$ cat src/rtl/bte_pkg.sv
package bte_pkg;

    // Major opcodes handled by the unit
    localparam logic [5:0] OP_FUNC    = 6'h00;
    localparam logic [5:0] OP_REGIMM  = 6'h01;

    // Function-table row holding the register-register traps (func[5:3])
    localparam logic [2:0] FN_TRAP_ROW = 3'b110;

    // Sub-code groups (subcode[4:3]) in the register-immediate space
    localparam logic [1:0] RI_ZBR   = 2'b00;
    localparam logic [1:0] RI_TRAP  = 2'b01;
    localparam logic [1:0] RI_LINK  = 2'b10;

    typedef enum logic [3:0] {
        CND_NONE,
        CND_EQ,
        CND_NE,
        CND_LEZ,
        CND_GTZ,
        CND_LTZ,
        CND_GEZ,
        CND_GES,
        CND_GEU,
        CND_LTS,
        CND_LTU
    } cond_e;

    typedef enum logic [1:0] {
        RHS_REG,
        RHS_IMM,
        RHS_ZERO
    } rhs_e;

    typedef struct packed {
        logic  in_space;
        logic  bad;
        logic  is_br;
        logic  is_trap;
        logic  link;
        logic  likely;
        rhs_e  rhs;
        cond_e cond;
    } dec_t;

    typedef struct packed {
        logic eq;
        logic lt_s;
        logic lt_u;
    } cmp_t;

    // Shared ordering of trap conditions in both trap spaces
    function automatic cond_e trap_cond(input logic [2:0] sel);
        case (sel)
            3'd0:    trap_cond = CND_GES;
            3'd1:    trap_cond = CND_GEU;
            3'd2:    trap_cond = CND_LTS;
            3'd3:    trap_cond = CND_LTU;
            3'd4:    trap_cond = CND_EQ;
            3'd6:    trap_cond = CND_NE;
            default: trap_cond = CND_NONE;
        endcase
    endfunction

    // Turns the three comparator flags into the requested condition
    function automatic logic eval_cond(input cond_e c, input cmp_t f);
        case (c)
            CND_EQ:  eval_cond = f.eq;
            CND_NE:  eval_cond = !f.eq;
            CND_LEZ: eval_cond = f.lt_s || f.eq;
            CND_GTZ: eval_cond = !(f.lt_s || f.eq);
            CND_LTZ: eval_cond = f.lt_s;
            CND_GEZ: eval_cond = !f.lt_s;
            CND_GES: eval_cond = !f.lt_s;
            CND_GEU: eval_cond = !f.lt_u;
            CND_LTS: eval_cond = f.lt_s;
            CND_LTU: eval_cond = f.lt_u;
            default: eval_cond = 1'b0;
        endcase
    endfunction

endpackage

$ cat src/rtl/bte_decode.sv
module bte_decode
    import bte_pkg::*;
#(
    parameter int OPC_W = 6,
    parameter int SUB_W = 5,
    parameter int FN_W  = 6
) (
    input  logic [OPC_W-1:0] opcode_i,
    input  logic [SUB_W-1:0] subcode_i,
    input  logic [FN_W-1:0]  func_i,
    output dec_t             dec_o
);

    always_comb begin
        dec_o          = '0;
        dec_o.rhs      = RHS_REG;
        dec_o.cond     = CND_NONE;

        if (opcode_i == OP_FUNC) begin
            dec_o.in_space = 1'b1;
            if (func_i[5:3] == FN_TRAP_ROW && trap_cond(func_i[2:0]) != CND_NONE) begin
                dec_o.is_trap = 1'b1;
                dec_o.cond    = trap_cond(func_i[2:0]);
            end else begin
                dec_o.bad = 1'b1;
            end
        end else if (opcode_i == OP_REGIMM) begin
            dec_o.in_space = 1'b1;
            case (subcode_i[4:3])
                RI_ZBR, RI_LINK: begin
                    if (!subcode_i[2]) begin
                        dec_o.is_br  = 1'b1;
                        dec_o.rhs    = RHS_ZERO;
                        dec_o.cond   = subcode_i[0] ? CND_GEZ : CND_LTZ;
                        dec_o.likely = subcode_i[1];
                        dec_o.link   = (subcode_i[4:3] == RI_LINK);
                    end else begin
                        dec_o.bad = 1'b1;
                    end
                end
                RI_TRAP: begin
                    if (trap_cond(subcode_i[2:0]) != CND_NONE) begin
                        dec_o.is_trap = 1'b1;
                        dec_o.rhs     = RHS_IMM;
                        dec_o.cond    = trap_cond(subcode_i[2:0]);
                    end else begin
                        dec_o.bad = 1'b1;
                    end
                end
                default: dec_o.bad = 1'b1;
            endcase
        end else if (opcode_i[5] == 1'b0 && opcode_i[3:2] == 2'b01) begin
            // compare branches, bit 4 selects the likely form
            dec_o.in_space = 1'b1;
            dec_o.is_br    = 1'b1;
            dec_o.likely   = opcode_i[4];
            case (opcode_i[1:0])
                2'd0:    begin dec_o.cond = CND_EQ;  dec_o.rhs = RHS_REG;  end
                2'd1:    begin dec_o.cond = CND_NE;  dec_o.rhs = RHS_REG;  end
                2'd2:    begin dec_o.cond = CND_LEZ; dec_o.rhs = RHS_ZERO; end
                default: begin dec_o.cond = CND_GTZ; dec_o.rhs = RHS_ZERO; end
            endcase
        end
    end

endmodule

$ cat src/rtl/bte_rhs_mux.sv
module bte_rhs_mux
    import bte_pkg::*;
#(
    parameter int DATA_W = 32,
    parameter int IMM_W  = 16
) (
    input  logic [DATA_W-1:0] src_b_i,
    input  logic [IMM_W-1:0]  imm_i,
    input  rhs_e              sel_i,
    output logic [DATA_W-1:0] rhs_o
);

    localparam int EXT_W = DATA_W - IMM_W;

    logic [DATA_W-1:0] imm_ext;

    generate
        if (EXT_W > 0) begin : g_ext
            assign imm_ext = {{EXT_W{imm_i[IMM_W-1]}}, imm_i};
        end else begin : g_trunc
            assign imm_ext = imm_i[DATA_W-1:0];
        end
    endgenerate

    always_comb begin
        case (sel_i)
            RHS_IMM:  rhs_o = imm_ext;
            RHS_ZERO: rhs_o = '0;
            default:  rhs_o = src_b_i;
        endcase
    end

endmodule

$ cat src/rtl/bte_compare.sv
module bte_compare
    import bte_pkg::*;
#(
    parameter int DATA_W = 32
) (
    input  logic [DATA_W-1:0] lhs_i,
    input  logic [DATA_W-1:0] rhs_i,
    output cmp_t              flags_o
);

    always_comb begin
        flags_o.eq   = (lhs_i == rhs_i);
        flags_o.lt_s = ($signed(lhs_i) < $signed(rhs_i));
        flags_o.lt_u = (lhs_i < rhs_i);
    end

endmodule

$ cat src/rtl/brtrap_cond_eval.sv
module brtrap_cond_eval
    import bte_pkg::*;
#(
    parameter int DATA_W = 32,
    parameter int IMM_W  = 16
) (
    input  logic [5:0]        opcode_i,
    input  logic [4:0]        subcode_i,
    input  logic [5:0]        func_i,
    input  logic [DATA_W-1:0] src_a_i,
    input  logic [DATA_W-1:0] src_b_i,
    input  logic [IMM_W-1:0]  imm_i,
    output logic              branch_taken_o,
    output logic              trap_taken_o,
    output logic              link_req_o,
    output logic              likely_o,
    output logic              illegal_o
);

    dec_t              dec;
    logic [DATA_W-1:0] rhs;
    cmp_t              flags;
    logic              hit;

    bte_decode u_dec (
        .opcode_i  (opcode_i),
        .subcode_i (subcode_i),
        .func_i    (func_i),
        .dec_o     (dec)
    );

    bte_rhs_mux #(.DATA_W(DATA_W), .IMM_W(IMM_W)) u_rhs (
        .src_b_i (src_b_i),
        .imm_i   (imm_i),
        .sel_i   (dec.rhs),
        .rhs_o   (rhs)
    );

    bte_compare #(.DATA_W(DATA_W)) u_cmp (
        .lhs_i   (src_a_i),
        .rhs_i   (rhs),
        .flags_o (flags)
    );

    always_comb begin
        hit            = eval_cond(dec.cond, flags);
        branch_taken_o = dec.is_br   && hit;
        trap_taken_o   = dec.is_trap && hit;
        link_req_o     = dec.link;
        likely_o       = dec.likely;
        illegal_o      = dec.bad;
    end

    // Output-level consistency checks
    always_comb begin
        assert_taken_excl_R9: assert (!(branch_taken_o && trap_taken_o))
            else $error("branch and trap both taken");
        assert_trap_plain_R9: assert (!trap_taken_o || (!likely_o && !link_req_o))
            else $error("trap with likely or link");
        assert_bad_quiet_R7: assert (!illegal_o ||
                (!branch_taken_o && !trap_taken_o && !link_req_o && !likely_o))
            else $error("illegal encoding produced an action");
        assert_link_space_R4: assert (!link_req_o || (opcode_i == OP_REGIMM && subcode_i[4]))
            else $error("link outside linking sub-codes");
        assert_outside_R8: assert (dec.in_space ||
                !(branch_taken_o || trap_taken_o || link_req_o || likely_o || illegal_o))
            else $error("output raised outside handled spaces");
    end

endmodule

$ cat config.mk
export PLATFORM = sky130hd
export DESIGN_NAME = brtrap_cond_eval
export DESIGN_NICKNAME = d
export VERILOG_FILES = /design/src/rtl/bte_pkg.sv /design/src/rtl/bte_decode.sv /design/src/rtl/bte_rhs_mux.sv /design/src/rtl/bte_compare.sv /design/src/rtl/brtrap_cond_eval.sv
export SDC_FILE = /design/constraint.sdc
export NUM_CORES = 1
export LEC_CHECK = 0
export ABC_AREA = 0
export BUFFER_PORTS_ARGS = -buffer_cell sky130_fd_sc_hd__buf_2
export CAP_MARGIN = 20
export CORE_ASPECT_RATIO = 0.6
export CORE_MARGIN = 2
export CORE_UTILIZATION = 49
export DETAILED_ROUTE_END_ITERATION = 8
export GPL_TIMING_DRIVEN = 0
export PLACE_DENSITY = 0.92
export SYNTH_ARGS = -nofsm -noshare
export SYNTH_HDL_FRONTEND = slang
export SYNTH_SLANG_ARGS = --single-unit
export TNS_END_PERCENT = 100
$ cat constraint.sdc
create_clock -name vclk -period 9.6
set_clock_uncertainty 0.1 [all_clocks]
set_input_delay 0.96 -clock vclk [all_inputs]
set_output_delay 0.96 -clock vclk [all_outputs]
set_load 0.02 [all_outputs]
After elaboration in Yosys (flattened, before gate mapping):

Cells that the tools add are included.

* reduce and logical (&&, ||, !) cells: 19
* bitwise gates (word level): 1
* muxes and demuxes: 35
* magnitude comparators: 2
* eq/ne operators: 30

Operators with widths (number)
* $lt 32x32->1: 2
* $pmux 32 s2: 1
* $pmux 4 s6: 2
* $eq 32x32->1: 1
* $mux 4: 7
* $pmux 6 s3: 1
* $eq 4x3->1 const B: 4
* $eq 3x3->1 const B: 5
* $mux 1: 14
* $mux 7: 2
* $eq 3x2->1 const B: 4
* $eq 4x4->1 const B: 3
* $pmux 6 s2: 1
* $eq 2x1->1 const B: 4
* $eq 4x2->1 const B: 2
* $mux 8: 1
* $pmux 1 s8: 1
* $reduce_bool 4->1: 2
* $eq 2x2->1 const B: 3
* $eq 3x1->1 const B: 2
* $eq 6x1->1 const B: 1
* $logic_not 3->1: 2
* $logic_not 6->1: 1
* $mux 2: 3
* other kinds (9): 18

* output and inout port bits: 5
* input bits: 97
* register bits: 0
* word-level logic and storage cells: 87

Depth between registers and ports, before layout:

* word-level depth: 17
* mapped depth: 20
* gate-level depth less buffers: 18

Modules after synthesis:

Synthesis repeated with hierarchy kept, for this count alone.

* cell total of the unflattened synthesis: 246
* area total of the unflattened synthesis: 1725.4 um^2

Modules (own cells, without submodules)
* bte_compare: cells each 115, area an instance 822.0 um^2, times used 1, seq. area each 0.0 um^2
* bte_decode: cells each 57, area an instance 416.6 um^2, times used 1, seq. area each 0.0 um^2
* bte_rhs_mux: cells each 59, area an instance 366.6 um^2, times used 1, seq. area each 0.0 um^2
* brtrap_cond_eval: cells each 15, area an instance 120.1 um^2, times used 1, seq. area each 0.0 um^2

Worst setup path before layout:

OpenSTA, ideal clock, no wires.

* path type: input to output
* from: input port opcode_i[5]
* to: output port trap_taken_o
* data required time: 8.540 ns
* path buffers: 2
* cell stages on the path: 19
* path slack: 3.454 ns
* arrival time: 5.086 ns
* path through: nor4_4 > nand2_2 > nor3_1 > o21ai_0 > ha_1 > clkbuf_1 > inv_1 > nand2_1 > clkbuf_1 > o21ai_0 > ha_1 > nand4_1 > nor2_1 > a211o_1 > or2_2 > or2_2 > o311ai_1 > o211ai_1 > and2_1

* longest elaborated chain between the ends: 12
* elaborated cells on any way between the ends: 35
* those cells by class: order compare: 2; eq/ne: 14; mux: 8; bitwise: 1; reduce/logical: 10

Ends and longest elaborated chain
* from (decl): line brtrap_cond_eval.sv:7 `input logic [5:0] opcode_i,`
* $not 1->1: line bte_decode.sv:52 `end else if (opcode_i[5] == 1'b0 && opcode_i[3:2] == 2'b01) begin`
* $logic_and 1x1->1: line bte_decode.sv:52
* $mux 7: line bte_decode.sv:52
* $mux 7: line bte_decode.sv:27 `end else if (opcode_i == OP_REGIMM) begin`
* $mux 4: line bte_decode.sv:19 `if (opcode_i == OP_FUNC) begin`
* $eq 2x2->1 / $eq 2x1->1 (equally long branches): line bte_rhs_mux.sv:26 `case (sel_i)`
* $pmux 32 s2: line bte_rhs_mux.sv:26
* $lt 32x32->1 / $eq 32x32->1 (equally long branches): line bte_compare.sv:13, bte_compare.sv:12
* $logic_or 1x1->1: line bte_pkg.sv:70, bte_pkg.sv:71
* $logic_not 1->1: line bte_pkg.sv:71 `CND_GTZ: eval_cond = !(f.lt_s || f.eq);`
* $pmux 1 s8: line bte_pkg.sv:67 `case (c)`
* $logic_and 1x1->1 (*): line brtrap_cond_eval.sv:48 `trap_taken_o = dec.is_trap && hit;`
* to (decl): line brtrap_cond_eval.sv:14 `output logic trap_taken_o,`

Mark *: on every way between the ends. The rest lies on a longest branch, timed or not.

Final worst setup path:

* from: input port opcode_i[5]
* to: output port branch_taken_o

* longest elaborated chain between the ends: 12
* elaborated cells on any way between the ends: 36
* those cells by class: order compare: 2; eq/ne: 14; mux: 9; bitwise: 1; reduce/logical: 10

Ends and longest elaborated chain
* $not 1->1: line bte_decode.sv:52
* $logic_and 1x1->1: line bte_decode.sv:52
* $mux 7: line bte_decode.sv:52
* $mux 7: line bte_decode.sv:27
* $mux 4: line bte_decode.sv:19
* $eq 2x2->1 / $eq 2x1->1 (equally long branches): line bte_rhs_mux.sv:26
* $pmux 32 s2: line bte_rhs_mux.sv:26
* $lt 32x32->1 / $eq 32x32->1 (equally long branches): line bte_compare.sv:13, bte_compare.sv:12
* $logic_or 1x1->1: line bte_pkg.sv:70, bte_pkg.sv:71
* $logic_not 1->1: line bte_pkg.sv:71
* $pmux 1 s8: line bte_pkg.sv:67
* $logic_and 1x1->1 (*): line brtrap_cond_eval.sv:47 `branch_taken_o = dec.is_br && hit;`
* to (decl): line brtrap_cond_eval.sv:13 `output logic branch_taken_o,`

Marked as above.

==> flow_summary_export.csv <==
group,metric,value,unit
hold_path,worst_hold_path_type,"input pin to output pin",
layout,drive_gt1_frac,0.365,
route,drt_pass1_iterations,4,
power_and_ir_drop,power.static_leakage,1.04,nW
hold_path,worst_hold_path.num_cells,3,
route,route.vias.total,2100,
cts,cts-resized-gates,0,
global_route,grt_use_total,0.246,
timing,timing.final.max_slew_violations,0,
route,drtAntennaViolNets,0,
worst_setup_path,crit_path_max_fanout,10,
timing,finalWorstSetupSlack,2310,ps
cts,postCtsSetupRepairBufs,0,
placement,last_weighted_congestion_value_of_the_routability_driven_placer,0.853,
global_route,grt_max_degree,11,
placement,hpwl,4060,um
hold_path,worst_hold_launch,"subcode_i[4]",
layout,area_growth_syn_to_layout,34.9,%
timing,post-route-period-util,0.759,
floorplan,die_w,77.4,um
timing,rsz0062_at_grt,"no",
timing,worstMarginPinSlew,573,ps
global_route,grt.overflow.total,0,
route,final_wirelength,4690,um
worst_setup_path,crit_path_start_kind,"input pin",
run,drv.max_cap_violation_count,0,
route,number_of_design_rule_violations_left_after_detail_routing,0,
synth,netlist.top_cell.by_area,"ha_1",
timing,fmax,137,MHz
synth,synthesis.instances,212,
placement,place_ws,2450,ps
timing,report.final.setup_viol,0,
power_and_ir_drop,worst_vdd_ir,0.0230,mV
synth,post_synth_main_area_contributors,"ha_1 (29%), a22oi_1 (9.0%), o21ai_0 (6.9%), a21oi_1 (5.4%), nand4_1 (3.2%)",
worst_setup_path,cp_data_required_time,8540,ps
timing,totalNegativeSetupSlack,0,ps
layout,register_area,0,um^2
layout,final_cell_mix,"buf_2 (100), ha_1 (37), o21ai_0 (22), a22oi_1 (19), a21oi_1 (17)",
timing,whs,2270,ps
placement,post-place-cells,354,
power_and_ir_drop,cellPowerDensity,39.8,nW/um^2
synth,synth_area,1590,um^2
global_route,grt_first_pass_wirelength,7660,um
timing,fin_crit,7290,ps
route,detail_route.vias_per_cell,5.93,
floorplan,top_level_pins,102,
global_route,antenna_violations_before_repair,0,
floorplan,die_area,3720,um^2
global_route,first_global_vias,1840,
synth,synth.distinct_cells,56,
worst_setup_path,critPathKind,"input pin to output pin",
synth,syn_avg_cell_area,7.48,um^2
floorplan,floorplan.initialDensity,0.535,
layout,number_of_clock_buffer_instances_in_the_layout,0,
floorplan,placement_rows,15,
synth,share_of_the_yosys_chip_area_belonging_to_registers,0,
hold_path,holdPathEnd,"link_req_o",
synth,yosysWarningCount,0,
worst_setup_path,arrival,6230,ps
layout,nets,448,
power_and_ir_drop,report.power.total,0.0000851,W
cts,cts-hold-fix-buffers,0,
layout,finalNonFillerCells,354,
layout,inserted_diodes,0,
route,first_iter_violations,103,
synth,synth_nets,346,
floorplan,placeableCoreArea,2970,um^2
timing,final-hold-violation-count,0,
layout,layout.cells.most_common,"buf_2",
synth,synthDominantCellAreaShare,0.292,
placement,io_buffers,100,
worst_setup_path,end_kind,"output pin",
layout,sequential_cell_total,0,
timing,maxSlewHeadroom,0.617,
route,wl_per_cell,13.2,um
run_status,status,"completed",
floorplan,die_height,48.1,um
-- stage by stage --
stage | cell area (um^2) | utilization
after floorplan | 1590 | -
after global placement | 2140 | 0.721
after detailed placement | 2140 | 0.721
after CTS | 2140 | 0.721
after global routing | 2140 | 0.721
final | 2140 | 0.721
-- layout make-up --
| cell class | instances | area (um^2) |
|---|---|---|
| buffer | 7 | 26.3 |
| fill | 246 | 827 |
| inverter | 6 | 22.5 |
| multi-input combinational | 199 | 1540 |
| tap | 42 | 52.6 |
| timing repair buffer | 100 | 500 |
-- Yosys cell counts, types with 2 or more instances --
master	count
a211o_1	2
nor2b_1	3
a21oi_1	17
nand4_1	8
or2_2	2
or3_1	2
o31ai_1	3
clkbuf_1	7
nor3_1	3
ha_1	37
nor2_1	7
inv_1	6
nand2_2	3
o21a_1	2
nor4_1	3
a22oi_1	19
nand2b_1	2
nor3b_1	4
nand2_1	11
nand3_1	4
o2111ai_1	3
and3_1	2
nor4bb_1	2
o21ai_0	22
o31a_1	2
o211ai_1	3
a211oi_1	4
-- kinds of logic after synthesis --
group | after synthesis | share of synthesized area
AND/OR/NAND/NOR | 64 | 0.242
multiplexers | 1 | 0.00631
adder cells (fa/ha/maj) | 37 | 0.292
XOR/XNOR | 2 | 0.0111
buffers and inverters | 13 | 0.0308
AO/OA/AOI/OAI | 95 | 0.418
-- critical path, cell delays in order --
cell      delay, ps
buf_2           130
nor4_4          560
nand2_2         170
nor3_1          340
o21ai_0         190
ha_1            290
clkbuf_1        270
inv_1           220
nand2_1         240
clkbuf_1        310
o21ai_0         160
ha_1            410
nand4_1         210
nor4_1          490
nand3_1         260
a211o_1         320
a21oi_1         170
a211oi_1         70
o211ai_1        130
o211a_1         180
buf_2           150
-- how the worst max path moves through the flow --
| stage | end | cells after the start | startpoint | slack [ps] |
|---|---|---|---|---|
| 2_1_floorplan | trap_taken_o | 19 | opcode_i[5] | 3450 |
| 3_3_place_gp | trap_taken_o | 21 | opcode_i[5] | 2520 |
| 3_5_place_dp | branch_taken_o | 21 | opcode_i[5] | 2450 |
| 4_1_cts | branch_taken_o | 21 | opcode_i[5] | 2420 |
| 5_1_grt | branch_taken_o | 21 | opcode_i[5] | 1740 |
| 6_report | branch_taken_o | 21 | opcode_i[5] | 2310 |
-- where the power goes --
part            total, W  leakage (nW)  switching [W]  internal (W)
Clock                  0             0              0             0
Combinational  0.0000851          1.04      0.0000427     0.0000425
Sequential             0             0              0             0
Total          0.0000851          1.04      0.0000427     0.0000425
-- per-layer routing --
metal / vias to the layer above / wire [um] / GRT usage
met3: 0 / 457 / 0.0113
met4: 0 / 0 / 0.0107
met1: 935 / 2250 / 0.359
met5: - / 0 / 0
met2: 99 / 1980 / 0.433
li1: 1066 / - / -
(Power assumes the default switching activity.)
